`config.mk`:
```
export PLATFORM = sky130hd
export DESIGN_NAME = fhp_head_ctrl
export DESIGN_NICKNAME = d
export VERILOG_FILES = /design/src/rtl/fhp_pkg.sv /design/src/rtl/fhp_cmd_decode.sv /design/src/rtl/fhp_step_timer.sv /design/src/rtl/fhp_motion_fsm.sv /design/src/rtl/fhp_head_ctrl.sv
export SDC_FILE = /design/constraint.sdc
export NUM_CORES = 1
export LEC_CHECK = 0
export ABC_AREA = 1
export BUFFER_PORTS_ARGS = -buffer_cell sky130_fd_sc_hd__buf_2
export CORE_ASPECT_RATIO = 1.25
export CORE_UTILIZATION = 60
export CTS_BUF_LIST = sky130_fd_sc_hd__clkbuf_4
export DETAILED_ROUTE_END_ITERATION = 12
export PLACE_DENSITY = 0.82
export SLEW_MARGIN = 20
export SYNTH_ARGS = -nofsm -noshare
export SYNTH_HDL_FRONTEND = slang
export SYNTH_HIERARCHICAL = 1
export SYNTH_SLANG_ARGS = --single-unit
```
`constraint.sdc`:
```
create_clock -name clk -period 2.6 [get_ports clk]
set_input_delay 0.26 -clock clk [delete_from_list [all_inputs] [get_ports clk]]
set_output_delay 0.26 -clock clk [all_outputs]
set_load 0.01 [all_outputs]
```
`src/rtl/fhp_pkg.sv`:
```
package fhp_pkg;

    typedef enum logic [2:0] {
        OP_RESTORE,
        OP_SEEK,
        OP_STEP,
        OP_STEP_IN,
        OP_STEP_OUT,
        OP_NONE
    } op_e;

    typedef struct packed {
        op_e        op;
        logic       trk_upd;
        logic [1:0] rate;
    } cmd_t;

    typedef enum logic [2:0] {
        S_IDLE,
        S_DECIDE,
        S_SETTLE,
        S_PULSE,
        S_WAIT
    } st_e;

    function automatic int unsigned rate_ms(input logic [1:0] code);
        case (code)
            2'd0:    return 6;
            2'd1:    return 12;
            2'd2:    return 20;
            default: return 30;
        endcase
    endfunction

    function automatic cmd_t decode_cmd(input logic [7:0] b);
        cmd_t c;
        c.rate    = b[1:0];
        c.trk_upd = b[4];
        if (b[7])
            c.op = OP_NONE;
        else if (b[6:5] == 2'b01)
            c.op = OP_STEP;
        else if (b[6:5] == 2'b10)
            c.op = OP_STEP_IN;
        else if (b[6:5] == 2'b11)
            c.op = OP_STEP_OUT;
        else if (b[4])
            c.op = OP_SEEK;
        else
            c.op = OP_RESTORE;
        return c;
    endfunction

endpackage

```
`src/rtl/fhp_cmd_decode.sv`:
```
module fhp_cmd_decode
    import fhp_pkg::*;
(
    input  logic [7:0] cmd_byte,
    output cmd_t       cmd
);
    logic unused_bits;
    assign unused_bits = ^cmd_byte[3:2];
    assign cmd = decode_cmd(cmd_byte);
endmodule

```
`src/rtl/fhp_step_timer.sv`:
```
module fhp_step_timer #(
    parameter int CW          = 16,
    parameter int PULSE_TICKS = 10
) (
    input  logic          clk,
    input  logic          rst,
    input  logic          tick,
    input  logic          clr,
    input  logic          run,
    input  logic [CW-1:0] interval,
    output logic          evt_rise,
    output logic          evt_fall,
    output logic          evt_end
);
    localparam logic [CW-1:0] PULSE_END = CW'(PULSE_TICKS);
    localparam logic [CW-1:0] TWO       = CW'(2);

    logic [CW-1:0] cnt;

    always_ff @(posedge clk) begin
        if (rst || clr)
            cnt <= '0;
        else if (run && tick)
            cnt <= cnt + 1'b1;
    end

    assign evt_rise = tick && (cnt == '0);
    assign evt_fall = tick && (cnt == PULSE_END);
    assign evt_end  = tick && (cnt == (interval - TWO));
endmodule

```
`src/rtl/fhp_motion_fsm.sv`:
```
module fhp_motion_fsm
    import fhp_pkg::*;
#(
    parameter int TRK_W         = 8,
    parameter int RESTORE_LIMIT = 255
) (
    input  logic             clk,
    input  logic             rst,
    input  logic             cmd_start,
    input  cmd_t             cmd_in,
    input  logic             force_term,
    input  logic             trk_wr,
    input  logic [TRK_W-1:0] trk_wdata,
    input  logic [TRK_W-1:0] target,
    input  logic             trk0_n,
    input  logic             evt_rise,
    input  logic             evt_fall,
    input  logic             evt_end,
    output logic             tmr_clr,
    output logic             tmr_run,
    output cmd_t             cur,
    output logic [TRK_W-1:0] track_q,
    output logic             step_out,
    output logic             dir_out,
    output logic             busy,
    output logic             irq,
    output logic             seek_err
);
    localparam int SW = $clog2(RESTORE_LIMIT + 1);
    localparam logic [SW-1:0] LIMIT = SW'(RESTORE_LIMIT);

    st_e         state;
    logic [SW-1:0] nsteps;
    logic        last_dir;
    logic        step_dir;
    logic        upd;

    always_comb begin
        case (cur.op)
            OP_STEP_IN:  step_dir = 1'b1;
            OP_STEP_OUT: step_dir = 1'b0;
            default:     step_dir = last_dir;
        endcase
        case (cur.op)
            OP_RESTORE: upd = 1'b0;
            OP_SEEK:    upd = 1'b1;
            default:    upd = cur.trk_upd;
        endcase
    end

    assign tmr_clr = (state == S_DECIDE);
    assign tmr_run = (state == S_SETTLE) || (state == S_PULSE) || (state == S_WAIT);

    always_ff @(posedge clk) begin
        if (rst) begin
            state    <= S_IDLE;
            cur      <= '{op: OP_NONE, trk_upd: 1'b0, rate: 2'd0};
            nsteps   <= '0;
            last_dir <= 1'b1;
            track_q  <= '0;
            step_out <= 1'b0;
            dir_out  <= 1'b0;
            busy     <= 1'b0;
            irq      <= 1'b0;
            seek_err <= 1'b0;
        end else if (force_term) begin
            state    <= S_IDLE;
            busy     <= 1'b0;
            step_out <= 1'b0;
        end else begin
            case (state)
                S_IDLE: begin
                    if (trk_wr)
                        track_q <= trk_wdata;
                    if (cmd_start && cmd_in.op != OP_NONE) begin
                        cur      <= cmd_in;
                        busy     <= 1'b1;
                        irq      <= 1'b0;
                        seek_err <= 1'b0;
                        nsteps   <= '0;
                        state    <= S_DECIDE;
                    end
                end
                S_DECIDE: begin
                    case (cur.op)
                        OP_RESTORE: begin
                            if (!trk0_n) begin
                                track_q <= '0;
                                busy    <= 1'b0;
                                irq     <= 1'b1;
                                state   <= S_IDLE;
                            end else if (nsteps == LIMIT) begin
                                seek_err <= 1'b1;
                                busy     <= 1'b0;
                                irq      <= 1'b1;
                                state    <= S_IDLE;
                            end else begin
                                dir_out <= 1'b0;
                                state   <= S_SETTLE;
                            end
                        end
                        OP_SEEK: begin
                            if (track_q == target) begin
                                busy  <= 1'b0;
                                irq   <= 1'b1;
                                state <= S_IDLE;
                            end else begin
                                dir_out <= (target > track_q);
                                state   <= S_SETTLE;
                            end
                        end
                        default: begin
                            if (nsteps != '0) begin
                                busy  <= 1'b0;
                                irq   <= 1'b1;
                                state <= S_IDLE;
                            end else begin
                                dir_out  <= step_dir;
                                last_dir <= step_dir;
                                state    <= S_SETTLE;
                            end
                        end
                    endcase
                end
                S_SETTLE: begin
                    if (evt_rise) begin
                        step_out <= 1'b1;
                        nsteps   <= nsteps + 1'b1;
                        if (upd)
                            track_q <= dir_out ? track_q + 1'b1 : track_q - 1'b1;
                        state <= S_PULSE;
                    end
                end
                S_PULSE: begin
                    if (evt_fall) begin
                        step_out <= 1'b0;
                        state    <= S_WAIT;
                    end
                end
                S_WAIT: begin
                    if (evt_end)
                        state <= S_DECIDE;
                end
                default: state <= S_IDLE;
            endcase
        end
    end
endmodule

```
`src/rtl/fhp_head_ctrl.sv`:
```
module fhp_head_ctrl
    import fhp_pkg::*;
#(
    parameter int TICKS_PER_MS  = 1000,
    parameter int PULSE_TICKS   = 10,
    parameter int RESTORE_LIMIT = 255
) (
    input  logic       clk,
    input  logic       rst,
    input  logic       tick_us,
    input  logic [7:0] cmd_byte,
    input  logic       cmd_start,
    input  logic       force_term,
    input  logic       trk_wr,
    input  logic [7:0] trk_wdata,
    input  logic [7:0] target_trk,
    input  logic       trk0_n,
    output logic       step_out,
    output logic       dir_out,
    output logic       busy,
    output logic       irq,
    output logic [7:0] status,
    output logic [7:0] track_q
);
    localparam int TRK_W   = 8;
    localparam int MAX_IV  = 30 * TICKS_PER_MS;
    localparam int CW      = $clog2(MAX_IV + 1);

    initial begin
        if (6 * TICKS_PER_MS < PULSE_TICKS + 3)
            $error("shortest step interval too short for pulse width");
    end

    cmd_t          cmd_dec;
    cmd_t          cur;
    logic          tmr_clr, tmr_run;
    logic          evt_rise, evt_fall, evt_end;
    logic          seek_err;
    logic          at_trk0;
    logic [CW-1:0] interval;

    fhp_cmd_decode u_dec (
        .cmd_byte (cmd_byte),
        .cmd      (cmd_dec)
    );

    assign interval = CW'(rate_ms(cur.rate) * TICKS_PER_MS);

    fhp_step_timer #(
        .CW          (CW),
        .PULSE_TICKS (PULSE_TICKS)
    ) u_tmr (
        .clk      (clk),
        .rst      (rst),
        .tick     (tick_us),
        .clr      (tmr_clr),
        .run      (tmr_run),
        .interval (interval),
        .evt_rise (evt_rise),
        .evt_fall (evt_fall),
        .evt_end  (evt_end)
    );

    fhp_motion_fsm #(
        .TRK_W         (TRK_W),
        .RESTORE_LIMIT (RESTORE_LIMIT)
    ) u_fsm (
        .clk        (clk),
        .rst        (rst),
        .cmd_start  (cmd_start),
        .cmd_in     (cmd_dec),
        .force_term (force_term),
        .trk_wr     (trk_wr),
        .trk_wdata  (trk_wdata),
        .target     (target_trk),
        .trk0_n     (trk0_n),
        .evt_rise   (evt_rise),
        .evt_fall   (evt_fall),
        .evt_end    (evt_end),
        .tmr_clr    (tmr_clr),
        .tmr_run    (tmr_run),
        .cur        (cur),
        .track_q    (track_q),
        .step_out   (step_out),
        .dir_out    (dir_out),
        .busy       (busy),
        .irq        (irq),
        .seek_err   (seek_err)
    );

    always_ff @(posedge clk) begin
        if (rst)
            at_trk0 <= 1'b0;
        else
            at_trk0 <= ~trk0_n;
    end

    assign status = {3'b000, seek_err, 1'b0, at_trk0, 1'b0, busy};
endmodule

```
==> impl_metrics.env <==
export IMPL_drtPass1Iterations=5
export IMPL_dr_total_vias=3928
export IMPL_numPortBuffers=43
export IMPL_r2r_start="u_fsm/cur[0]"
export IMPL_crit_required_ns=2.91
export IMPL_cpMostUsedCell="nand2_1"
export IMPL_clock_path_buffers=2
export IMPL_startpoint_type="register"
export IMPL_viasPerCell=5.14
export IMPL_synth_area_um2=3900
export IMPL_ys_flop_type="dfxtp_1"
export IMPL_grt_pass1_wl_mm=15.2
export IMPL_core_area_um2=6250
export IMPL_diodes=0
export IMPL_antenna_found_initial=0
export IMPL_rows=32
export IMPL_clkTransAtPathRegs_ns=0.14
export IMPL_overflow=0
export IMPL_netlist_instances=619
export IMPL_drtIter0Drc=160
export IMPL_peakVddDrop_uv=282
export IMPL_fin_worst_skew_ns=0.0136
export IMPL_leakage_nw=2.15
export IMPL_min_period_ns=2.35
export IMPL_setup_violations=0
export IMPL_maxCapViolations=0
export IMPL_stdcell_count=764
export IMPL_arrival_ns=2.66
export IMPL_die_area_um2=6830
export IMPL_drt_wl_total_mm=9.16
export IMPL_die_h_um=92.2
export IMPL_critPathMaxFanout=4
export IMPL_routedWlPerCell_um=12.0
export IMPL_ant_nets=0
export IMPL_route_detailed_drc=0
export IMPL_rsz0062_at_grt="false"
export IMPL_numClockSinks=47
export IMPL_path_buf_inv=3
export IMPL_nets=738
export IMPL_hpwl_mm=7.14
export IMPL_synth_edf_count=0
export IMPL_die_x_um=74.1
export IMPL_post_cts_buffers=0
export IMPL_ys_async_sr_fraction_pct=0
export IMPL_r2r_setup_slack_ns=0.25
export IMPL_drive_gt1_share_pct=15.5
export IMPL_grt_max_degree=17
export IMPL_rr_worst_depth=20
export IMPL_ys_ff_latch=47
export IMPL_power_density_nw_per_um2=391
export IMPL_grt_use_total_pct=28.2
export IMPL_crit_path_top_delay_cell="dfxtp_1"
export IMPL_worstHoldStart="trk0_n"
export IMPL_area_growth_pct=10.8
export IMPL_ys_seq_area_share_pct=24.1
export IMPL_slew_violations=0
export IMPL_grt_pass1_vias=3590
export IMPL_insertion_delay_ns=0.37
export IMPL_initial_core_util_pct=62.5
export IMPL_cp_cell_sequence="buf_4 -> ha_1 -> nor2_2 -> nand2_1 -> nand2_1 -> inv_1 -> nand2_1 -> nand2_1 -> inv_1 -> nand2_1 -> nand2_1 -> nand3_1 -> nor2_1 -> nand3_1 -> nor2_1 -> nand3b_1 -> nand2_1 -> nor3_2 -> o21ai_0 -> a21oi_1"
export IMPL_fin_tns_setup_ns=0
export IMPL_avgSynthCellArea_um2=6.31
export IMPL_cp_end_kind="register"
export IMPL_dp_cells=757
export IMPL_status="completed"
export IMPL_hold_depth=2
export IMPL_crit_type="reg -> reg"
export IMPL_worst_path_largest_cell_delay_ns=0.33
export IMPL_r2r_end="u_fsm/state[0]"
export IMPL_hold_violations=0
export IMPL_cts_root_buffer="clkbuf_4"
export IMPL_finalCritPeriodShare_pct=90.2
export IMPL_gp_congestion=0.898
export IMPL_tritoncts="built"
export IMPL_fmaxAchievable_mhz=426
export IMPL_yosysUniqueCellTypes=43
export IMPL_synth_warnings=6
export IMPL_cpLargestDelayFamily="simple AND/OR/NAND/NOR gates"
export IMPL_min_delay_worst_endpoint="at_trk0"
export IMPL_cts_htree_levels=2
export IMPL_hp_class="in -> reg"
export IMPL_ios=51
export IMPL_cts_buffers=5
==> synthesized netlist by cell type (8+ instances only) <==
cell | n | share of area, %
dfxtp_1 | 47 | 24
nand3_1 | 36 | 4.6
a21oi_1 | 46 | 5.9
nor2_1 | 76 | 7.3
ha_1 | 27 | 8.7
buf_4 | 11 | 2.1
nor2_2 | 8 | 1.3
nor3_1 | 12 | 1.5
nand2_1 | 159 | 15
inv_1 | 86 | 8.3
o21ai_0 | 30 | 3.8
==> repair_timing <==
| item | 4_1_cts | 5_1_grt |
|---|---|---|
| hold buffers | 0 | 0 |
| resized for setup | 0 | 3 |
| endpoints found under the setup margin | 0 | 2 |
==> layout by cell type (no fill, tap or decap), types with 3 or more instances in the layout <==
cell type | netlist | final
a21oi_1 | 46 | 46
a21oi_2 | 4 | 4
buf_2 | 0 | 43
buf_4 | 11 | 6
clkbuf_4 | 0 | 6
conb_1 | 2 | 21
dfxtp_1 | 47 | 47
ha_1 | 27 | 26
inv_1 | 86 | 85
inv_2 | 7 | 8
inv_4 | 3 | 3
nand2_1 | 159 | 159
nand2_2 | 5 | 5
nand2_4 | 4 | 4
nand3_1 | 36 | 36
nand3_2 | 5 | 5
nand4_1 | 6 | 6
nor2_1 | 76 | 76
nor2_2 | 8 | 8
nor3_1 | 12 | 11
o21a_1 | 3 | 3
o21ai_0 | 30 | 30
xnor2_1 | 5 | 5
xor2_1 | 7 | 7
==> cells by family after synthesis <==
logic type	after synthesis	synth area share, %
flip-flops	47	24.1
other	2	0.192
AO/OA/AOI/OAI	93	13.6
AND/OR/NAND/NOR	326	38.1
buffers and inverters	111	12.2
XOR/XNOR	12	2.69
adder cells (fa/ha/maj)	28	9.17
==> worst reg2reg max path, stage by stage (launching register included) <==
cell,delay (ns)
dfxtp_1,0.33
buf_4,0.14
ha_1,0.22
nor2_2,0.13
nand2_1,0.05
nand2_1,0.14
inv_1,0.07
nand2_1,0.06
nand2_1,0.06
inv_1,0.05
nand2_1,0.04
nand2_1,0.05
nand3_1,0.06
nor2_1,0.08
nand3_1,0.07
nor2_1,0.12
nand3b_1,0.15
nand2_1,0.09
nor3_2,0.14
o21ai_0,0.11
a21oi_1,0.12
==> flip-flops by register name (all words and copies together) (netlist names) <==
name	cells
at_trk0	1
u_fsm/step_out	1
u_fsm/state	3
u_fsm/track_q	8
u_fsm/busy	1
u_fsm/nsteps	8
u_fsm/last_dir	1
u_fsm/cur	6
u_fsm/irq	1
u_tmr/cnt	15
u_fsm/dir_out	1
u_fsm/seek_err	1
==> worst max-delay path by stage <==
| stage | slack [ns] | end | from | cells after the start |
|---|---|---|---|---|
| floorplan | 0.24 | u_fsm/state[0] | u_fsm/cur[0] | 20 |
| global placement | 0.14 | u_fsm/state[0] | u_fsm/cur[0] | 20 |
| detailed placement | 0.09 | u_fsm/state[0] | u_fsm/cur[0] | 20 |
| CTS | 0.05 | u_fsm/state[0] | u_fsm/cur[0] | 20 |
| global route | 0.02 | u_fsm/state[0] | u_fsm/cur[0] | 20 |
| finish | 0.25 | u_fsm/state[0] | u_fsm/cur[0] | 20 |
==> power by group <==
group          internal (mW)  switching [mW]
clock                  0.209           0.235
combinational          0.178           0.302
sequential             0.744          0.0211
total                   1.13           0.559
==> through the flow <==
| step | cell area [um^2] | hold WS (ns) | power [mW] | setup slack, ns | util [%] |
|---|---|---|---|---|---|
| after global placement | 4230 | 0.464 | 1.23 | 0.143 | 67.8 |
| after floorplan | 3980 | 0.327 | 1.13 | 0.240 | - |
| after CTS | 4310 | 0.0734 | 1.69 | 0.0538 | 69.0 |
| after detailed placement | 4230 | 0.473 | 1.24 | 0.0877 | 67.8 |
| final | 4330 | 0.0866 | 1.69 | 0.255 | 69.3 |
| after global routing | 4330 | 0.0656 | 1.80 | 0.0222 | 69.3 |
==> area by class of cell <==
type,instances,area [um^2]
Clock buffer,6,45.0
Clock inverter,1,30.0
Fill cell,557,1920
Inverter,96,368
Sequential cell,47,941
Multi-Input combinational cell,480,2580
Tap cell,85,106
Timing Repair Buffer,49,260
==> routing by layer <==
metal	vias up	share of wire, %	wire (um)	GRT usage [%]
met4	0	1.9	170	8.17
met5	-	0	0	0
li1	2059	-	-	-
met3	16	4.0	364	3.63
met1	1770	42	3820	31.2
met2	83	52	4810	53.9
Note: power is estimated with default switching activity, not from simulation.
